[config.mk]
export PLATFORM = sky130hd
export DESIGN_NAME = wsq_engine
export DESIGN_NICKNAME = d
export VERILOG_FILES = /design/src/rtl/wsq_pkg.sv /design/src/rtl/wsq_desc_mem.sv /design/src/rtl/wsq_flag_eval.sv /design/src/rtl/wsq_sampler.sv /design/src/rtl/wsq_ctrl.sv /design/src/rtl/wsq_engine.sv
export SDC_FILE = /design/constraint.sdc
export NUM_CORES = 1
export LEC_CHECK = 0
export BUFFER_PORTS_ARGS = -buffer_cell sky130_fd_sc_hd__buf_2
export CAP_MARGIN = 20
export CORE_MARGIN = 8
export CORE_UTILIZATION = 60
export CTS_CLUSTER_DIAMETER = 100
export CTS_CLUSTER_SIZE = 24
export DETAILED_ROUTE_END_ITERATION = 16
export GPL_TIMING_DRIVEN = 0
export PLACE_DENSITY = 0.77
export SLEW_MARGIN = 20
export SYNTH_ARGS = -nofsm -noshare
export SYNTH_HDL_FRONTEND = slang
export SYNTH_HIERARCHICAL = 1
export SYNTH_SLANG_ARGS = --single-unit
[constraint.sdc]
create_clock -name clk -period 4.7 [get_ports clk]
set_input_delay 0.94 -clock clk [delete_from_list [all_inputs] [get_ports clk]]
set_output_delay 0.94 -clock clk [all_outputs]
set_load 0.02 [all_outputs]
[src/rtl/wsq_pkg.sv]
package wsq_pkg;

   localparam int BYTE_W      = 8;
   localparam int STATE_W     = 3;
   localparam int N_STATES    = 8;
   localparam int GROUP_BYTES = 8;
   localparam int WF_BYTES    = 4 * GROUP_BYTES;
   localparam logic [STATE_W-1:0] REST_ST = 3'd7;

   typedef enum logic [1:0] {
      LF_AND  = 2'd0,
      LF_OR   = 2'd1,
      LF_XOR  = 2'd2,
      LF_ANDN = 2'd3
   } lf_op_e;

   typedef struct packed {
      logic               rerun;
      logic               spare;
      logic [STATE_W-1:0] tgt_hi;
      logic [STATE_W-1:0] tgt_lo;
   } branch_t;

   typedef struct packed {
      lf_op_e             fn;
      logic [STATE_W-1:0] sel_a;
      logic [STATE_W-1:0] sel_b;
   } lfunc_t;

   function automatic logic lf_apply(lf_op_e fn, logic a, logic b);
      unique case (fn)
         LF_AND:  return a & b;
         LF_OR:   return a | b;
         LF_XOR:  return a ^ b;
         default: return a & ~b;
      endcase
   endfunction

endpackage

[src/rtl/wsq_desc_mem.sv]
module wsq_desc_mem
   import wsq_pkg::*;
#(
   parameter int NUM_WF = 4,
   localparam int WF_W   = $clog2(NUM_WF),
   localparam int ADDR_W = WF_W + $clog2(WF_BYTES)
)(
   input  logic               clk,
   input  logic               rst_n,
   input  logic               we,
   input  logic [ADDR_W-1:0]  waddr,
   input  logic [BYTE_W-1:0]  wdata,
   input  logic [WF_W-1:0]    rd_wf,
   input  logic [STATE_W-1:0] rd_st,
   output logic [BYTE_W-1:0]  len_br,
   output logic [1:0]         op_bits,
   output logic [BYTE_W-1:0]  lfunc
);

   localparam int OFF_W = $clog2(WF_BYTES);

   logic [BYTE_W-1:0] len_w [NUM_WF];
   logic [BYTE_W-1:0] op_w  [NUM_WF];
   logic [BYTE_W-1:0] lf_w  [NUM_WF];

   for (genvar w = 0; w < NUM_WF; w++) begin : g_bank
      logic [BYTE_W-1:0] bank [WF_BYTES];
      logic              hit;

      assign hit = we && (waddr[ADDR_W-1:OFF_W] == WF_W'(w));

      always_ff @(posedge clk or negedge rst_n) begin
         if (!rst_n) begin
            for (int i = 0; i < WF_BYTES; i++) bank[i] <= '0;
         end else if (hit) begin
            bank[waddr[OFF_W-1:0]] <= wdata;
         end
      end

      assign len_w[w] = bank[{2'd0, rd_st}];
      assign op_w[w]  = bank[{2'd1, rd_st}];
      assign lf_w[w]  = bank[{2'd3, rd_st}];
   end

   logic [BYTE_W-1:0] op_sel;

   assign len_br  = len_w[rd_wf];
   assign op_sel  = op_w[rd_wf];
   assign op_bits = op_sel[1:0];
   assign lfunc   = lf_w[rd_wf];

   logic unused_op;
   assign unused_op = ^op_sel[BYTE_W-1:2];

endmodule

[src/rtl/wsq_flag_eval.sv]
module wsq_flag_eval
   import wsq_pkg::*;
(
   input  logic              fifo_full,
   input  logic              fifo_empty,
   input  logic [BYTE_W-1:0] lfunc,
   output logic              cond
);

   logic [N_STATES-1:0] flags;
   lfunc_t              lf;

   for (genvar i = 0; i < N_STATES; i++) begin : g_flag
      if (i == 6) begin : g_full
         assign flags[i] = fifo_full;
      end else if (i == 7) begin : g_empty
         assign flags[i] = fifo_empty;
      end else if (i == 1) begin : g_one
         assign flags[i] = 1'b1;
      end else begin : g_zero
         assign flags[i] = 1'b0;
      end
   end

   assign lf   = lfunc_t'(lfunc);
   assign cond = lf_apply(lf.fn, flags[lf.sel_a], flags[lf.sel_b]);

endmodule

[src/rtl/wsq_sampler.sv]
module wsq_sampler #(
   parameter int DATA_W = 8
)(
   input  logic              clk,
   input  logic              rst_n,
   input  logic              take,
   input  logic [DATA_W-1:0] din,
   output logic              we,
   output logic [DATA_W-1:0] data
);

   always_ff @(posedge clk or negedge rst_n) begin
      if (!rst_n) begin
         we   <= 1'b0;
         data <= '0;
      end else begin
         we <= take;
         if (take) data <= din;
      end
   end

endmodule

[src/rtl/wsq_ctrl.sv]
module wsq_ctrl
   import wsq_pkg::*;
#(
   parameter int NUM_WF  = 4,
   parameter int N_TYPES = 4,
   localparam int WF_W = $clog2(NUM_WF),
   localparam int TY_W = $clog2(N_TYPES)
)(
   input  logic                    clk,
   input  logic                    rst_n,
   input  logic                    trig,
   input  logic [TY_W-1:0]         trig_type,
   input  logic [N_TYPES*WF_W-1:0] wf_map,
   input  logic                    abort,
   input  logic [BYTE_W-1:0]       len_br,
   input  logic [1:0]              op_bits,
   input  logic                    cond,
   output logic [WF_W-1:0]         cur_wf,
   output logic [STATE_W-1:0]      cur_st,
   output logic                    take,
   output logic                    resting
);

   logic [STATE_W-1:0] st_q, st_d;
   logic [WF_W-1:0]    wf_q, wf_d;
   logic [BYTE_W-1:0]  cnt_q, cnt_d;
   logic               busy, is_dp, is_xfer, hold_over;
   logic [STATE_W-1:0] tgt;
   branch_t            br;

   assign br        = branch_t'(len_br);
   assign busy      = (st_q != REST_ST);
   assign is_dp     = op_bits[0];
   assign is_xfer   = op_bits[1];
   assign hold_over = ({1'b0, cnt_q} + 9'd1) >= {1'b0, len_br};
   assign tgt       = cond ? br.tgt_hi : br.tgt_lo;

   always_comb begin
      st_d  = st_q;
      wf_d  = wf_q;
      cnt_d = cnt_q;
      if (abort) begin
         st_d  = REST_ST;
         cnt_d = '0;
      end else if (!busy) begin
         if (trig) begin
            wf_d  = wf_map[trig_type*WF_W +: WF_W];
            st_d  = '0;
            cnt_d = '0;
         end
      end else if (is_dp) begin
         cnt_d = '0;
         if (tgt == REST_ST && br.rerun) st_d = '0;
         else                            st_d = tgt;
      end else if (hold_over) begin
         st_d  = st_q + 3'd1;
         cnt_d = '0;
      end else begin
         cnt_d = cnt_q + 8'd1;
      end
   end

   always_ff @(posedge clk or negedge rst_n) begin
      if (!rst_n) begin
         st_q  <= REST_ST;
         wf_q  <= '0;
         cnt_q <= '0;
      end else begin
         st_q  <= st_d;
         wf_q  <= wf_d;
         cnt_q <= cnt_d;
      end
   end

   assign cur_wf  = wf_q;
   assign cur_st  = st_q;
   assign take    = busy && is_xfer && !abort;
   assign resting = !busy;

   logic unused_br;
   assign unused_br = br.spare;

endmodule

[src/rtl/wsq_engine.sv]
module wsq_engine
   import wsq_pkg::*;
#(
   parameter int NUM_WF  = 4,
   parameter int N_TYPES = 4,
   parameter int DATA_W  = 8,
   localparam int WF_W   = $clog2(NUM_WF),
   localparam int TY_W   = $clog2(N_TYPES),
   localparam int ADDR_W = WF_W + $clog2(WF_BYTES)
)(
   input  logic                    clk,
   input  logic                    rst_n,
   input  logic                    cfg_we,
   input  logic [ADDR_W-1:0]       cfg_addr,
   input  logic [BYTE_W-1:0]       cfg_wdata,
   input  logic [N_TYPES*WF_W-1:0] wf_map,
   input  logic                    trig,
   input  logic [TY_W-1:0]         trig_type,
   input  logic                    abort,
   input  logic                    fifo_full,
   input  logic                    fifo_empty,
   input  logic [DATA_W-1:0]       din,
   output logic                    smp_we,
   output logic [DATA_W-1:0]       smp_data,
   output logic                    done
);

   if (NUM_WF < 2 || (1 << WF_W) != NUM_WF) begin : g_bad_wf
      $error("NUM_WF must be a power of two, at least 2");
   end
   if (N_TYPES < 2 || (1 << TY_W) != N_TYPES) begin : g_bad_ty
      $error("N_TYPES must be a power of two, at least 2");
   end
   if (DATA_W < 1) begin : g_bad_dw
      $error("DATA_W must be positive");
   end

   logic [WF_W-1:0]    cur_wf;
   logic [STATE_W-1:0] cur_st;
   logic [BYTE_W-1:0]  len_br, lfunc;
   logic [1:0]         op_bits;
   logic               cond, take;

   wsq_desc_mem #(.NUM_WF(NUM_WF)) u_mem (
      .clk     (clk),
      .rst_n   (rst_n),
      .we      (cfg_we),
      .waddr   (cfg_addr),
      .wdata   (cfg_wdata),
      .rd_wf   (cur_wf),
      .rd_st   (cur_st),
      .len_br  (len_br),
      .op_bits (op_bits),
      .lfunc   (lfunc)
   );

   wsq_flag_eval u_flag (
      .fifo_full  (fifo_full),
      .fifo_empty (fifo_empty),
      .lfunc      (lfunc),
      .cond       (cond)
   );

   wsq_ctrl #(.NUM_WF(NUM_WF), .N_TYPES(N_TYPES)) u_ctrl (
      .clk       (clk),
      .rst_n     (rst_n),
      .trig      (trig),
      .trig_type (trig_type),
      .wf_map    (wf_map),
      .abort     (abort),
      .len_br    (len_br),
      .op_bits   (op_bits),
      .cond      (cond),
      .cur_wf    (cur_wf),
      .cur_st    (cur_st),
      .take      (take),
      .resting   (done)
   );

   wsq_sampler #(.DATA_W(DATA_W)) u_smp (
      .clk   (clk),
      .rst_n (rst_n),
      .take  (take),
      .din   (din),
      .we    (smp_we),
      .data  (smp_data)
   );

endmodule

==> metrics.txt, run 1 <==
status finished, final reports clean; worst hold-check path type input pin to asynchronous set/reset pin; post-synthesis sequential area ratio 52.61%; synthesized net count roughly 2200; CTS tree done; total number of yosys warnings 6; worst slew pin tran 1.157 ns; Initial Util 60.23%; cells after synthesis 2159; largest net degree at the start of global routing between 90 and 100; Main synth FF type dfrtp_1; r2r endpoint u_ctrl/cur_st[0]; reg2reg start u_ctrl/cur_st[1]; Final Non-Filler Cells 2860; area of the multi-input gates 12860 um^2; Fillers 3597; clock root buffer clkbuf_16; vias per inst 6.732; Seq pwr share between 40% and 50%; CP Capture Type flip-flop; Die X 233.8 um; H-tree Lvls 1; Routed Antenna Nets 0; Post-CTS Setup Bufs 0; via count just under 20000; Net Sw Power 5.773 mW; startpoint types flip-flop; EDFF count, synth 0; wire per inst 31.26 um; PortBufs 41; most frequent cells in the layout dfrtp_1, mux2_2, mux2i_1, nand2_1, clkbuf_1; initial antenna violation count 2; FF/Latch Area 14970 um^2; P_int 8.935 mW; Seq cells post-synth 598; Clock Skew around 0.031 ns; Reg clk slew, reported paths 0.10 ns; Placed Cells 2822; layout cells sized above 1 about a third; crit path max fanout 10; Pleak 15.35 nW; GRT Util Overall 32.71%; Logic pwr share 41.2%; Async S/R FF share, synth 100.0%; worst reg-to-reg path cell count 18; P&R area growth vs syn 7.317%; worst vdd ir roughly 0.00033 V; Achievable Freq 0.2151 GHz; routability cong. between 0.9 and 1; Skew-Pair Late Insertion Delay 0.63 ns; Final HPWL DP 63.42 mm; Pre-antenna DRT Iters 6; Slew headroom 22.85%; DRT Wirelength roughly 89 mm; Mapped Avg Cell Area between 10 and 15 um^2; Setup Crit Path Kind flip-flop to flip-flop; Yosys cell types 62; Worst Path Required roughly 5.2 ns; DIE HEIGHT 233.8 um; FP Rows 80; Net Sw Frac about two fifths; RSZ-0062 raised after global routing no; r2r setup slk 0.05 ns; # DRC 0; crit path DAT about 5.2 ns; core area ~47000 um^2; endpoints failing setup 0; fin crit share 98.90%; Mapped Area 28450 um^2; total grt overflow 0; number of I/O pins 50; hold buffer count at CTS 0; final hold vios 0; Clock Path Buffers 3; CTS Sinks 598; first-pass GRT wire length 129.6 mm; commonest non-fill, non-tap cell in the layout dfrtp_1; Max Slew Vio Count 0; DR iter-0 viols 2303; final setup TNS 0 ns; fin crit period ~4.6 ns; fin nets ~2300; clock network power share 18.5%; pwr dens 481.6 nW/um^2; total CTS buffers 28; vias in the first global route 19550; max cap viols 0; area of the die 54650 um^2
[flip-flops by register name, summed over array words and instances (netlist names)]
| name | cells |
|---|---|
| u_smp/we | 1 |
| u_ctrl/cur_st | 3 |
| u_ctrl/cnt_q | 8 |
| u_mem/g_bank.bank | 576 |
| u_smp/data | 8 |
| u_ctrl/cur_wf | 2 |
[worst max-delay path by stage]
stage	start	end	slack [ns]	cells past startpoint
5_1_grt	u_ctrl/cur_st[1]	u_ctrl/cur_st[0]	0.003	18
2_1_floorplan	u_ctrl/cur_st[1]	u_ctrl/cur_st[0]	0.83	19
4_1_cts	u_ctrl/cur_st[1]	u_ctrl/cur_st[0]	-0.03	18
3_5_place_dp	u_ctrl/cur_st[0]	u_ctrl/cur_st[0]	-0.78	17
3_3_place_gp	rst_n	u_mem/g_bank[3].bank[197]	-9.22	1
6_report	u_ctrl/cur_st[1]	u_ctrl/cur_st[0]	0.05	18
[cell families (layout without fill, tap and decap cells)]
kind of cell	after synthesis	in the layout	share of synthesized area (%)
other cells	0	1	0
buf+inv	163	248	2.379
compound gates	189	189	4.868
mux	883	883	33.89
simple gates	304	304	5.382
xor+xnor	7	7	0.2155
flops	598	598	52.61
fa+ha+maj	15	15	0.6596
[worst max-delay path: stages, from the launching register on]
cell,delay [ns]
dfstp_2,0.57
buf_6,0.19
buf_6,0.20
buf_6,0.24
mux2i_1,0.14
a22oi_2,0.32
nand4_1,0.35
nand3_1,0.22
mux2_2,0.35
a31oi_1,0.27
ha_1,0.28
nand2_1,0.05
o21ai_0,0.07
nand2_1,0.08
o31ai_2,0.08
buf_2,0.18
or3_1,0.38
a311o_1,0.30
mux2_4,0.27
[timing repair]
item / in CTS / in global routing
setup endpoints to repair: 10 / 4
hold endpoints to repair: 0 / 0
resized for setup: 32 / 34
pin swaps: 0 / 3
[synth_stat cells, types with 4 or more instances]
cell | instances | area (um^2)
mux2i_1 | 291 | 2913
nor3b_1 | 5 | 37.54
dfrtp_1 | 595 | 14890
o21ai_0 | 4 | 20.02
a21o_1 | 4 | 30.03
ha_1 | 15 | 187.7
nand3_1 | 45 | 225.2
a21oi_1 | 37 | 185.2
nand4_1 | 20 | 125.1
nor3_1 | 20 | 100.1
inv_1 | 10 | 37.54
a31oi_1 | 19 | 118.9
nand2b_1 | 6 | 37.54
buf_2 | 37 | 185.2
mux2_1 | 13 | 146.4
clkbuf_1 | 98 | 367.9
mux2_4 | 11 | 165.2
a22oi_1 | 72 | 540.5
nand2_1 | 106 | 397.9
a22o_1 | 36 | 315.3
a32o_1 | 4 | 40.04
nor2_2 | 21 | 131.4
mux2_2 | 566 | 6374
nor2_1 | 46 | 172.7
xnor2_1 | 4 | 35.03
buf_1 | 14 | 52.55
[stage by stage]
step           setup slack (ns)  util (%)  power (mW)  area, um^2  hold slack, ns
6_report                0.05179     64.63       14.71       30540          0.2334
5_1_grt                0.003337     64.63       15.17       30530          0.2488
4_1_cts                -0.03262     64.46       14.52       30460          0.2218
3_5_place_dp            -0.7841     62.73       11.78       29640          0.4854
3_3_place_gp             -9.221     62.29       11.63       29430          0.4725
2_1_floorplan            0.8348         -       9.648       28450          0.4635
[metal layers]
metal	vias up	part of all wire [%]	global-route usage [%]
met5	-	0	0
met4	0	6.4	17.38
met3	252	9.5	8.213
met2	983	44	49.13
met1	10050	40	43.71
li1	7966	-	-
[area by class of cell]
type	count	share of cell area, %
inverters	11	0.1352
repair buffers	49	1.385
flip-flops and latches	598	49.02
clock inverters	1	0.05327
well taps	615	2.520
clock buffers	38	2.418
plain buffers	149	2.352
diodes	1	0.008195
multi-input cells	1398	42.11
[power by group through the flow]
stage	registers (mW)	logic [mW]	clock network [mW]
after global placement	5.98	5.65	0
after floorplan	5.96	3.69	0
after detailed placement	6.01	5.77	0
after CTS	5.90	5.84	2.77
final	5.92	6.06	2.72
after global routing	5.97	6.25	2.94
Power figures use the tool's default switching activity.
==> inputs of run 2 (changes only) <==
--- a/config.mk
+++ b/config.mk
@@ -9,11 +9,12 @@
 export CAP_MARGIN = 20
 export CORE_MARGIN = 8
 export CORE_UTILIZATION = 60
+export CTS_BUF_LIST = sky130_fd_sc_hd__clkbuf_8
 export CTS_CLUSTER_DIAMETER = 100
 export CTS_CLUSTER_SIZE = 24
 export DETAILED_ROUTE_END_ITERATION = 16
 export GPL_TIMING_DRIVEN = 0
-export PLACE_DENSITY = 0.77
+export PLACE_DENSITY = 0.75
 export SLEW_MARGIN = 20
 export SYNTH_ARGS = -nofsm -noshare
 export SYNTH_HDL_FRONTEND = slang
==> run 2 against run 1 <==
Cell count about the same; first-iteration DRC count fell by 10%; sequential power hardly changed; flip-flop and latch count did not move; sequential share of layout area rose by 0.57 points; via count is 0.19% lower; critical endpoint unchanged; combinational power barely moved; die area is the same; clock skew increased by 0.025 ns; fmax grew 0.87%; highest routed layer is now met5; wire length increased by 0.57%; critical path type unchanged; hold slack got worse by 0.17 ns.
==> metrics.txt, run 2 (same netlist as run 1, synthesis figures left out) <==
status finished, final reports clean; total grt overflow 0; worst reg-to-reg path cell count 16; Routed Antenna Nets 0; Clock Path Buffers 3; Skew-Pair Late Insertion Delay 0.74 ns; # DRC 0; first-pass GRT wire length roughly 130 mm; largest registers u_mem/g_bank.bank x576, u_ctrl/cnt_q x8, u_smp/data x8; final setup TNS 0 ns; Fillers 3638; CTS Sinks around 600; startpoint types flip-flop; Core Util, Final 63.89%; fin nets 2288; endpoints failing setup 0; Worst Path Required 5.34 ns; P&R area growth vs syn 6.077%; Max Slew Vio Count 0; design area 30180 um^2; Design Power 14.07 mW; Achievable Freq 0.2170 GHz; slowest stage cell, crit path dfstp_2; vias in the first global route 19480; layout cells sized above 1 34.64%; crit path max fanout 10; Slew headroom 17.88%; DIE HEIGHT 233.8 um; Worst Path Buf+Inv 2; Setup Crit Path Kind flip-flop to flip-flop; DRT Wirelength 89.90 mm; fin crit share 98.04%; core area 47250 um^2; Reg clk slew, reported paths 0.15 ns; Die X 233.8 um; worst hold-check path type input pin to asynchronous set/reset pin; Final Non-Filler Cells ~2900; PortBufs 41; DR iter-0 viols 2070; H-tree Lvls 1; initial antenna violation count 7; number of I/O pins 50; worst slew pin tran 1.232 ns; Initial Util around three fifths; Setup crit end u_ctrl/cur_st[0]; Biggest register u_mem/g_bank.bank; commonest non-fill, non-tap cell in the layout dfrtp_1; total CTS buffers 28; CP Launch Point u_ctrl/cur_st[0]; pwr dens around 470 nW/um^2; Placed Cells approximately 2800; routability cong. ~0.99; Clock Skew 0.05605 ns; GRT Util Overall 33.05%; Post-DP Area 29610 um^2; CTS tree done; CP Capture Type flip-flop; crit-path cells and2_1 -> clkbuf_1 -> a22oi_1 -> nand3_1 -> nand3_1 -> mux2_2 -> a31oi_1 -> ha_1 -> nand2_1 -> o21ai_0 -> nand2_1 -> o31ai_2 -> buf_2 -> or3_1 -> a311o_1 -> mux2_4; clock root buffer clkbuf_8; max FFs per register 576; Pleak approximately 15 nW; RSZ-0062 raised after global routing no; worst vdd ir 0.0003402 V; Critical Path Max Stage Delay ~0.7 ns; r2r setup slk 0.09 ns; final hold vios 0; fin crit period 4.608 ns; wire per inst 31.42 um; reg2reg start u_ctrl/cur_st[0]; vias per inst between 6 and 7; largest net degree at the start of global routing 104; via count 19220; max cap viols 0; Final HPWL DP about 64 mm; FP Rows 80; area of the die 54650 um^2; cell depth of the worst setup path 16; hold buffer count at CTS 0; r2r endpoint u_ctrl/cur_st[0]; crit path DAT 5.25 ns; most frequent cells in the layout dfrtp_1, mux2_2, mux2i_1, nand2_1, clkbuf_1; Pre-antenna DRT Iters 7; family with the most delay on the worst path simple AND/OR/NAND/NOR gates
==> run 2: cell types whose count changed in the layout (fill, tap and decap cells not counted), sizes merged <==
cell    change
diode       +2
clkbuf      -1
clkinv      -1
buf        -11
inv        +12
==> run 2: worst min path at each step <==
stage                                          from                        end  slack, ns
after floorplan           u_mem/g_bank[1].bank[216]  u_mem/g_bank[1].bank[216]       0.46
after global placement    u_mem/g_bank[2].bank[222]  u_mem/g_bank[2].bank[222]       0.47
after detailed placement  u_mem/g_bank[1].bank[216]  u_mem/g_bank[1].bank[216]       0.48
after CTS                                     rst_n   u_mem/g_bank[1].bank[36]       0.04
after global routing                          rst_n   u_mem/g_bank[1].bank[36]       0.07
final                                         rst_n   u_mem/g_bank[1].bank[36]       0.07
==> run 2: layout make-up <==
class / count / area [um^2] / share of cell area (%)
Buffer: 149 / 723.2 / 2.396
Clock inverter: 12 / 50.05 / 0.1658
Timing Repair Buffer: 47 / 380.4 / 1.260
Sequential cell: 598 / 14970 / 49.59
Inverter: 11 / 41.29 / 0.1368
Clock buffer: 28 / 385.4 / 1.277
Tap cell: 615 / 769.5 / 2.549
Multi-Input combinational cell: 1398 / 12860 / 42.60
Antenna cell: 3 / 7.507 / 0.02487
==> run 2: per-stage QoR <==
step / hold WS (ns) / worst slack, ns
after floorplan: 0.4635 / 0.8348
after global placement: 0.4724 / -9.254
after detailed placement: 0.4809 / -0.6271
after CTS: 0.04330 / 0.006977
after global routing: 0.06507 / 0.0001150
final: 0.06505 / 0.09202
==> run 2: timing repair <==
action	CTS	global route
gates resized for setup	31	31
pin swaps	0	1
endpoints found under the setup margin	10	6
setup buffers	0	0
==> run 2: routing by layer <==
metal  share of wire [%]  vias to the layer above  track usage, %
met3                 9.1                      219           6.750
met2                  44                      978           50.13
li1                    -                     7950               -
met1                  41                    10070           45.23
met4                 5.7                        4           16.34
met5               0.030                        -               0
==> run 2: report_power, final <==
| group | leakage (nW) | internal [mW] | total (mW) | switching, mW |
|---|---|---|---|---|
| Sequential | 8.11 | 5.63 | 5.92 | 0.292 |
| Clock | 0.264 | 0.556 | 2.12 | 1.56 |
| Combinational | 6.84 | 2.20 | 6.03 | 3.83 |
| Total | 15.2 | 8.38 | 14.1 | 5.69 |
